`src/rtl/xt_pkg.sv`:
```
package xt_pkg;
  typedef enum logic [1:0] {
    ST_IDLE  = 2'd0,
    ST_XFER  = 2'd1,
    ST_PAD   = 2'd2,
    ST_DRAIN = 2'd3
  } xt_state_e;

  typedef enum logic [1:0] {
    TERM_NORMAL   = 2'b00,
    TERM_IMPLICIT = 2'b01,
    TERM_XRUN     = 2'b10
  } term_code_e;

  typedef struct packed {
    logic xrun;
    logic tc;
    logic host_stop;
    logic eot;
  } stop_src_t;
endpackage

```
`src/rtl/xt_byte_ctr.sv`:
```
module xt_byte_ctr #(
  parameter int SECTOR_BYTES = 512,
  localparam int CW = (SECTOR_BYTES > 2) ? $clog2(SECTOR_BYTES) : 1
) (
  input  logic          clk_i,
  input  logic          rst_ni,
  input  logic          clr_i,
  input  logic          inc_i,
  output logic [CW-1:0] cnt_o,
  output logic          last_o,
  output logic          zero_o
);
  localparam logic [CW-1:0] LAST = CW'(SECTOR_BYTES - 1);

  logic [CW-1:0] cnt_q;

  always_ff @(posedge clk_i or negedge rst_ni) begin
    if (!rst_ni)                    cnt_q <= '0;
    else if (clr_i)                 cnt_q <= '0;
    else if (inc_i && cnt_q == LAST) cnt_q <= '0;
    else if (inc_i)                 cnt_q <= cnt_q + 1'b1;
  end

  assign cnt_o  = cnt_q;
  assign last_o = (cnt_q == LAST);
  assign zero_o = (cnt_q == '0);
endmodule

```
`src/rtl/xt_sector_ctr.sv`:
```
module xt_sector_ctr #(
  parameter int SEC_W = 8
) (
  input  logic             clk_i,
  input  logic             rst_ni,
  input  logic             load_i,
  input  logic [SEC_W-1:0] start_val_i,
  input  logic [SEC_W-1:0] eot_val_i,
  input  logic             adv_i,
  output logic [SEC_W-1:0] sector_o,
  output logic             at_eot_o
);
  logic [SEC_W-1:0] sec_q, eot_q;

  always_ff @(posedge clk_i or negedge rst_ni) begin
    if (!rst_ni) begin
      sec_q <= '0;
      eot_q <= '0;
    end else if (load_i) begin
      sec_q <= start_val_i;
      eot_q <= eot_val_i;
    end else if (adv_i) begin
      sec_q <= sec_q + 1'b1;
    end
  end

  assign sector_o = sec_q;
  assign at_eot_o = (sec_q == eot_q);
endmodule

```
`src/rtl/xt_term_arb.sv`:
```
module xt_term_arb
  import xt_pkg::*;
(
  input  stop_src_t  src_i,
  output logic       any_o,
  output term_code_e code_o
);
  // priority: xrun > explicit tc > implicit (eot, host stop)
  always_comb begin
    any_o = |src_i;
    if (src_i.xrun)    code_o = TERM_XRUN;
    else if (src_i.tc) code_o = TERM_NORMAL;
    else if (any_o)    code_o = TERM_IMPLICIT;
    else               code_o = TERM_NORMAL;
  end
endmodule

```
`src/rtl/xfer_term_tracker.sv`:
```
module xfer_term_tracker
  import xt_pkg::*;
#(
  parameter int SECTOR_BYTES = 512,
  parameter int SEC_W        = 8
) (
  input  logic             clk_i,
  input  logic             rst_ni,
  input  logic             start_i,
  input  logic             write_dir_i,
  input  logic [SEC_W-1:0] start_sector_i,
  input  logic [SEC_W-1:0] eot_sector_i,
  input  logic             byte_done_i,
  input  logic             tc_i,
  input  logic             dack_i,
  input  logic             host_stop_i,
  input  logic             xrun_i,
  input  logic             fifo_empty_i,
  output logic             active_o,
  output logic [SEC_W-1:0] sector_o,
  output logic             pad_req_o,
  output logic             result_o,
  output logic [1:0]       status_o
);
  localparam int CW = (SECTOR_BYTES > 2) ? $clog2(SECTOR_BYTES) : 1;

  xt_state_e  state_q, state_d;
  term_code_e status_q, status_d;
  logic       write_q;
  logic       result_q, result_d;

  logic          tc_ack, in_xfer, in_pad, stop_req;
  logic          byte_inc, boundary, sec_adv;
  logic [CW-1:0] byte_cnt;
  logic          byte_last, byte_zero, at_eot;
  stop_src_t     src;
  logic          arb_any;
  term_code_e    arb_code;

  assign tc_ack   = tc_i & dack_i;
  assign in_xfer  = (state_q == ST_XFER);
  assign in_pad   = (state_q == ST_PAD);
  assign stop_req = xrun_i | tc_ack | host_stop_i;
  assign byte_inc = (in_xfer & byte_done_i) | in_pad;
  assign boundary = in_xfer & byte_done_i & byte_last;

  xt_byte_ctr #(.SECTOR_BYTES(SECTOR_BYTES)) u_byte_ctr (
    .clk_i  (clk_i),
    .rst_ni (rst_ni),
    .clr_i  (start_i),
    .inc_i  (byte_inc),
    .cnt_o  (byte_cnt),
    .last_o (byte_last),
    .zero_o (byte_zero)
  );

  xt_sector_ctr #(.SEC_W(SEC_W)) u_sector_ctr (
    .clk_i       (clk_i),
    .rst_ni      (rst_ni),
    .load_i      (start_i),
    .start_val_i (start_sector_i),
    .eot_val_i   (eot_sector_i),
    .adv_i       (sec_adv),
    .sector_o    (sector_o),
    .at_eot_o    (at_eot)
  );

  always_comb begin
    src.xrun      = in_xfer & xrun_i;
    src.tc        = in_xfer & tc_ack;
    src.host_stop = in_xfer & host_stop_i;
    src.eot       = boundary & at_eot;
  end

  xt_term_arb u_term_arb (
    .src_i  (src),
    .any_o  (arb_any),
    .code_o (arb_code)
  );

  assign sec_adv = boundary & ~arb_any;

  always_comb begin
    logic end_now;
    end_now  = 1'b0;
    state_d  = state_q;
    status_d = status_q;
    result_d = 1'b0;
    unique case (state_q)
      ST_XFER: begin
        if (boundary && arb_any) begin
          end_now  = 1'b1;
          status_d = arb_code;
        end else if (!boundary && stop_req) begin
          status_d = arb_code;
          // stop with a strobe counts that byte, so the sector is partial
          if (byte_done_i || !byte_zero) state_d = ST_PAD;
          else                           end_now = 1'b1;
        end
      end
      ST_PAD:   if (byte_last) end_now = 1'b1;
      ST_DRAIN: if (fifo_empty_i) begin
        state_d  = ST_IDLE;
        result_d = 1'b1;
      end
      default: ;
    endcase
    if (end_now) begin
      if (write_q) state_d = ST_DRAIN;
      else begin
        state_d  = ST_IDLE;
        result_d = 1'b1;
      end
    end
    if (start_i) begin
      state_d  = ST_XFER;
      status_d = TERM_NORMAL;
      result_d = 1'b0;
    end
  end

  always_ff @(posedge clk_i or negedge rst_ni) begin
    if (!rst_ni) begin
      state_q  <= ST_IDLE;
      status_q <= TERM_NORMAL;
      write_q  <= 1'b0;
      result_q <= 1'b0;
    end else begin
      state_q  <= state_d;
      status_q <= status_d;
      result_q <= result_d;
      if (start_i) write_q <= write_dir_i;
    end
  end

  assign active_o  = (state_q != ST_IDLE);
  assign pad_req_o = in_pad;
  assign result_o  = result_q;
  assign status_o  = status_q;
endmodule

```
`config.mk`:
```
export PLATFORM = sky130hd
export DESIGN_NAME = xfer_term_tracker
export DESIGN_NICKNAME = d
export VERILOG_FILES = /design/src/rtl/xt_pkg.sv /design/src/rtl/xt_byte_ctr.sv /design/src/rtl/xt_sector_ctr.sv /design/src/rtl/xt_term_arb.sv /design/src/rtl/xfer_term_tracker.sv
export SDC_FILE = /design/constraint.sdc
export NUM_CORES = 1
export LEC_CHECK = 0
export BUFFER_PORTS_ARGS = -buffer_cell sky130_fd_sc_hd__buf_2
export CAP_MARGIN = 20
export CORE_MARGIN = 5
export CORE_UTILIZATION = 47
export DETAILED_ROUTE_END_ITERATION = 10
export GPL_TIMING_DRIVEN = 0
export PLACE_DENSITY = 0.79
export SYNTH_ARGS = -nofsm -noshare
export SYNTH_HDL_FRONTEND = slang
export SYNTH_SLANG_ARGS = --single-unit
```
`constraint.sdc`:
```
create_clock -name clk_i -period 3.7 [get_ports clk_i]
set_clock_uncertainty 0.1 [all_clocks]
set_input_delay 0.37 -clock clk_i [delete_from_list [all_inputs] [get_ports clk_i]]
set_output_delay 0.37 -clock clk_i [all_outputs]
set_load 0.01 [all_outputs]
```
==> metrics.md <==
| Metric | Value |
|---|---|
| Status | `completed` |
| Post-CTS resize count | `0` |
| Asr flop ratio synth | `1.00` |
| Maximum Capacitance Violations | `0` |
| Slew @ Worst Pin | `0.701 ns` |
| First-pass GRT wire length | `7050 um` |
| Xor/xnor cell area share of the yosys netlist | `0.0792` |
| Fill cells | `353` |
| Period utilization | `0.857` |
| Worst Setup Start Kind | `register` |
| Pwr per Cell Area | `486 nW/um2` |
| DRT Wirelength | `4050 um` |
| Mux cell area share after synthesis | `0.0770` |
| Worst slack at placement | `0.566 ns` |
| Clock tree sinks | `31` |
| Final Setup Violations | `0` |
| Port bufs | `38` |
| Unrepaired setup endpoints after global routing | `no` |
| IO Pins | `39` |
| #FFs+latches synth | `31` |
| Critical path class | `reg2reg` |
| Synthesized area per cell | `9.89 um2` |
| H-tree levels | `2` |
| Dpl cell area | `2020 um2` |
| CTS Buf Count | `5` |
| Total track usage | `0.177` |
| Post-route antenna net violation count | `0` |
| Clock root buffer | `clkbuf_8` |
| Cell area after layout | `2100 um2` |
| Mapped Cells | `179` |
| # hold bufs at CTS | `0` |
| Post-Synth Simple-Gate Area | `0.171` |
| P_leak | `1.03 nW` |
| DRC | `0` |
| Commonest non-fill, non-tap cells in the layout | `buf_2 (39), dfrtp_1 (31), o21ai_0 (24), nand2_1 (18), xor2_1 (16)` |
| Maximum vdd drop | `284 uV` |
| Minimum hold slack | `0.0199 ns` |
| Critical Path Start | `u_byte_ctr.cnt_o[0]` |
| Die Width | `71.4 um` |
| Compound-Gate Fraction of Synth Area | `0.143` |
| DRT iter0 DRCs | `154` |
| DP HPWL | `3010 um` |
| Inserted Diodes | `0` |
| Reg area | `776 um2` |
| GRT overflow | `0` |
| Slew Limit Fails | `0` |
| Final hold vios | `0` |
| Core area | `3660 um2` |
| Clock Latency Late Sink | `0.29 ns` |
| Core Rows | `22` |
| Post-synthesis adder-cell area fraction | `0.0636` |
| Largest family of logic cells by synthesized area | `simple AND/OR/NAND/NOR gates` |
| Bufs on Longest Clock Path | `2` |
| Cell variety after synth | `33` |
| CP max FO | `5` |
| Syn_nets | `214` |
| Die H | `71.4 um` |
| Mapped cell area | `1770 um2` |
| Primary FF master, synth | `dfrtp_1` |
| Initial antenna violation count | `0` |
| Fmax | `315 MHz` |
| Area growth from synthesis to layout | `18.9%` |
| Worst min path class | `in2async` |
| Number of global-route vias before repair | `1556` |
| Crit end category | `register` |
| Synth warn | `0` |
| Nets | `259` |
| CTS tree | `yes` |
| Setup TNS | `0 ns` |
| Pre-antenna DRT Iters | `4` |
| Initial core utilization | `0.484` |
| Data arrival, critical path | `3.24 ns` |
| Register area share after synthesis | `0.438` |
| Setup Buffers After CTS | `0` |
| R2r startpoint | `u_byte_ctr.cnt_o[0]` |
| Crit path time final | `3.17 ns` |
| Die Area | `5090 um2` |
| DR WL/cell | `14.8 um` |
| Critical Path RT | `3.77 ns` |
| Layout cells sized above 1 | `0.271` |
| DR vias | `1462` |
| Setup ws final | `0.529 ns` |
| Leading cell type in the layout, fill and taps excluded | `buf_2` |
| Vias per cell | `5.36` |
| Post-synth EDFFs | `0` |
| Largest net degree at the start of global routing | `32` |
| Rel. slew slack | `0.533` |
| Clk slew on worst S/H paths | `0.07 ns` |
| Multi-input gate area | `945 um2` |
| Routability Congestion | `0.800` |
==> stage by stage <==
stage / power (mW) / utilization / cells
2_1_floorplan: 0.666 / - / 179
3_3_place_gp: 0.757 / 0.552 / 265
3_5_place_dp: 0.769 / 0.552 / 265
4_1_cts: 1.04 / 0.575 / 273
5_1_grt: 1.10 / 0.575 / 273
6_report: 1.02 / 0.575 / 273
==> power by group <==
part	internal, mW	switching, mW
combinational	0.145	0.189
sequential	0.383	0.0454
clock	0.128	0.131
==> sequential cells by signal, indices dropped and copies added (netlist names) <==
| name | flops |
|---|---|
| u_byte_ctr.cnt_o | 9 |
| status_o | 2 |
| u_sector_ctr.sector_o | 8 |
| state_q | 2 |
| u_sector_ctr.eot_q | 8 |
| write_q | 1 |
| result_o | 1 |
==> path summary, 6_finish.rpt <==
| check | to | slack, ns | depth (start not counted) |
|---|---|---|---|
| worst max-delay path | state_q[1] | 0.53 | 11 |
| worst min-delay path | u_byte_ctr.cnt_o[4] | 0.02 | 1 |
| worst max register to register | state_q[1] | 0.53 | 11 |
| worst min register to register | u_sector_ctr.eot_q[3] | 0.43 | 1 |
| max in group asynchronous | u_sector_ctr.sector_o[3] | 3.02 | 1 |
| min in group clk_i | u_sector_ctr.sector_o[6] | 0.19 | 3 |
==> per-layer routing <==
layer  track usage  wire, um  share of wire
met1         0.213      1760           0.43
met2         0.299      1950           0.48
met3        0.0561       289          0.071
met4        0.0564        49          0.012
met5             0         0              0
==> cell type report <==
cell class,count,area share
repair buffers,38,0.0904
clock buffers,5,0.0327
multi-input cells,135,0.449
well taps,48,0.0285
plain buffers,5,0.00951
flip-flops and latches,31,0.369
inverters,8,0.0143
clock inverters,3,0.00713
==> Yosys cell counts (all sizes together) (3+ instances only) <==
master,count,area share
dfrtp,31,0.44
o21ai,24,0.068
nand2,18,0.038
xor2,16,0.079
nor2,11,0.023
and3,10,0.036
mux2,10,0.066
ha,9,0.064
inv,8,0.017
nand3,6,0.017
and2,5,0.018
nand4,5,0.018
a31oi,3,0.019
clkbuf,3,0.0064
nor4,3,0.018
==> worst max-delay path, stage by stage (launching register included) <==
cell	delay, ns
dfrtp_1	0.42
ha_1	0.23
and3_1	0.21
and3_1	0.21
and3_1	0.19
ha_1	0.21
and3_1	0.23
a41oi_1	0.25
o21ai_0	0.20
a31oi_4	0.23
mux2_4	0.32
a32o_1	0.25
==> logic make-up after synthesis <==
| group | count (synthesis) |
|---|---|
| and+or+nand+nor | 59 |
| DFF | 31 |
| muxes | 12 |
| buffers and inverters | 13 |
| xor gates and xnor gates | 16 |
| AOI/OAI and AO/OA | 39 |
| adders and majority gates | 9 |
Note: power is estimated with default switching activity, not from simulation.
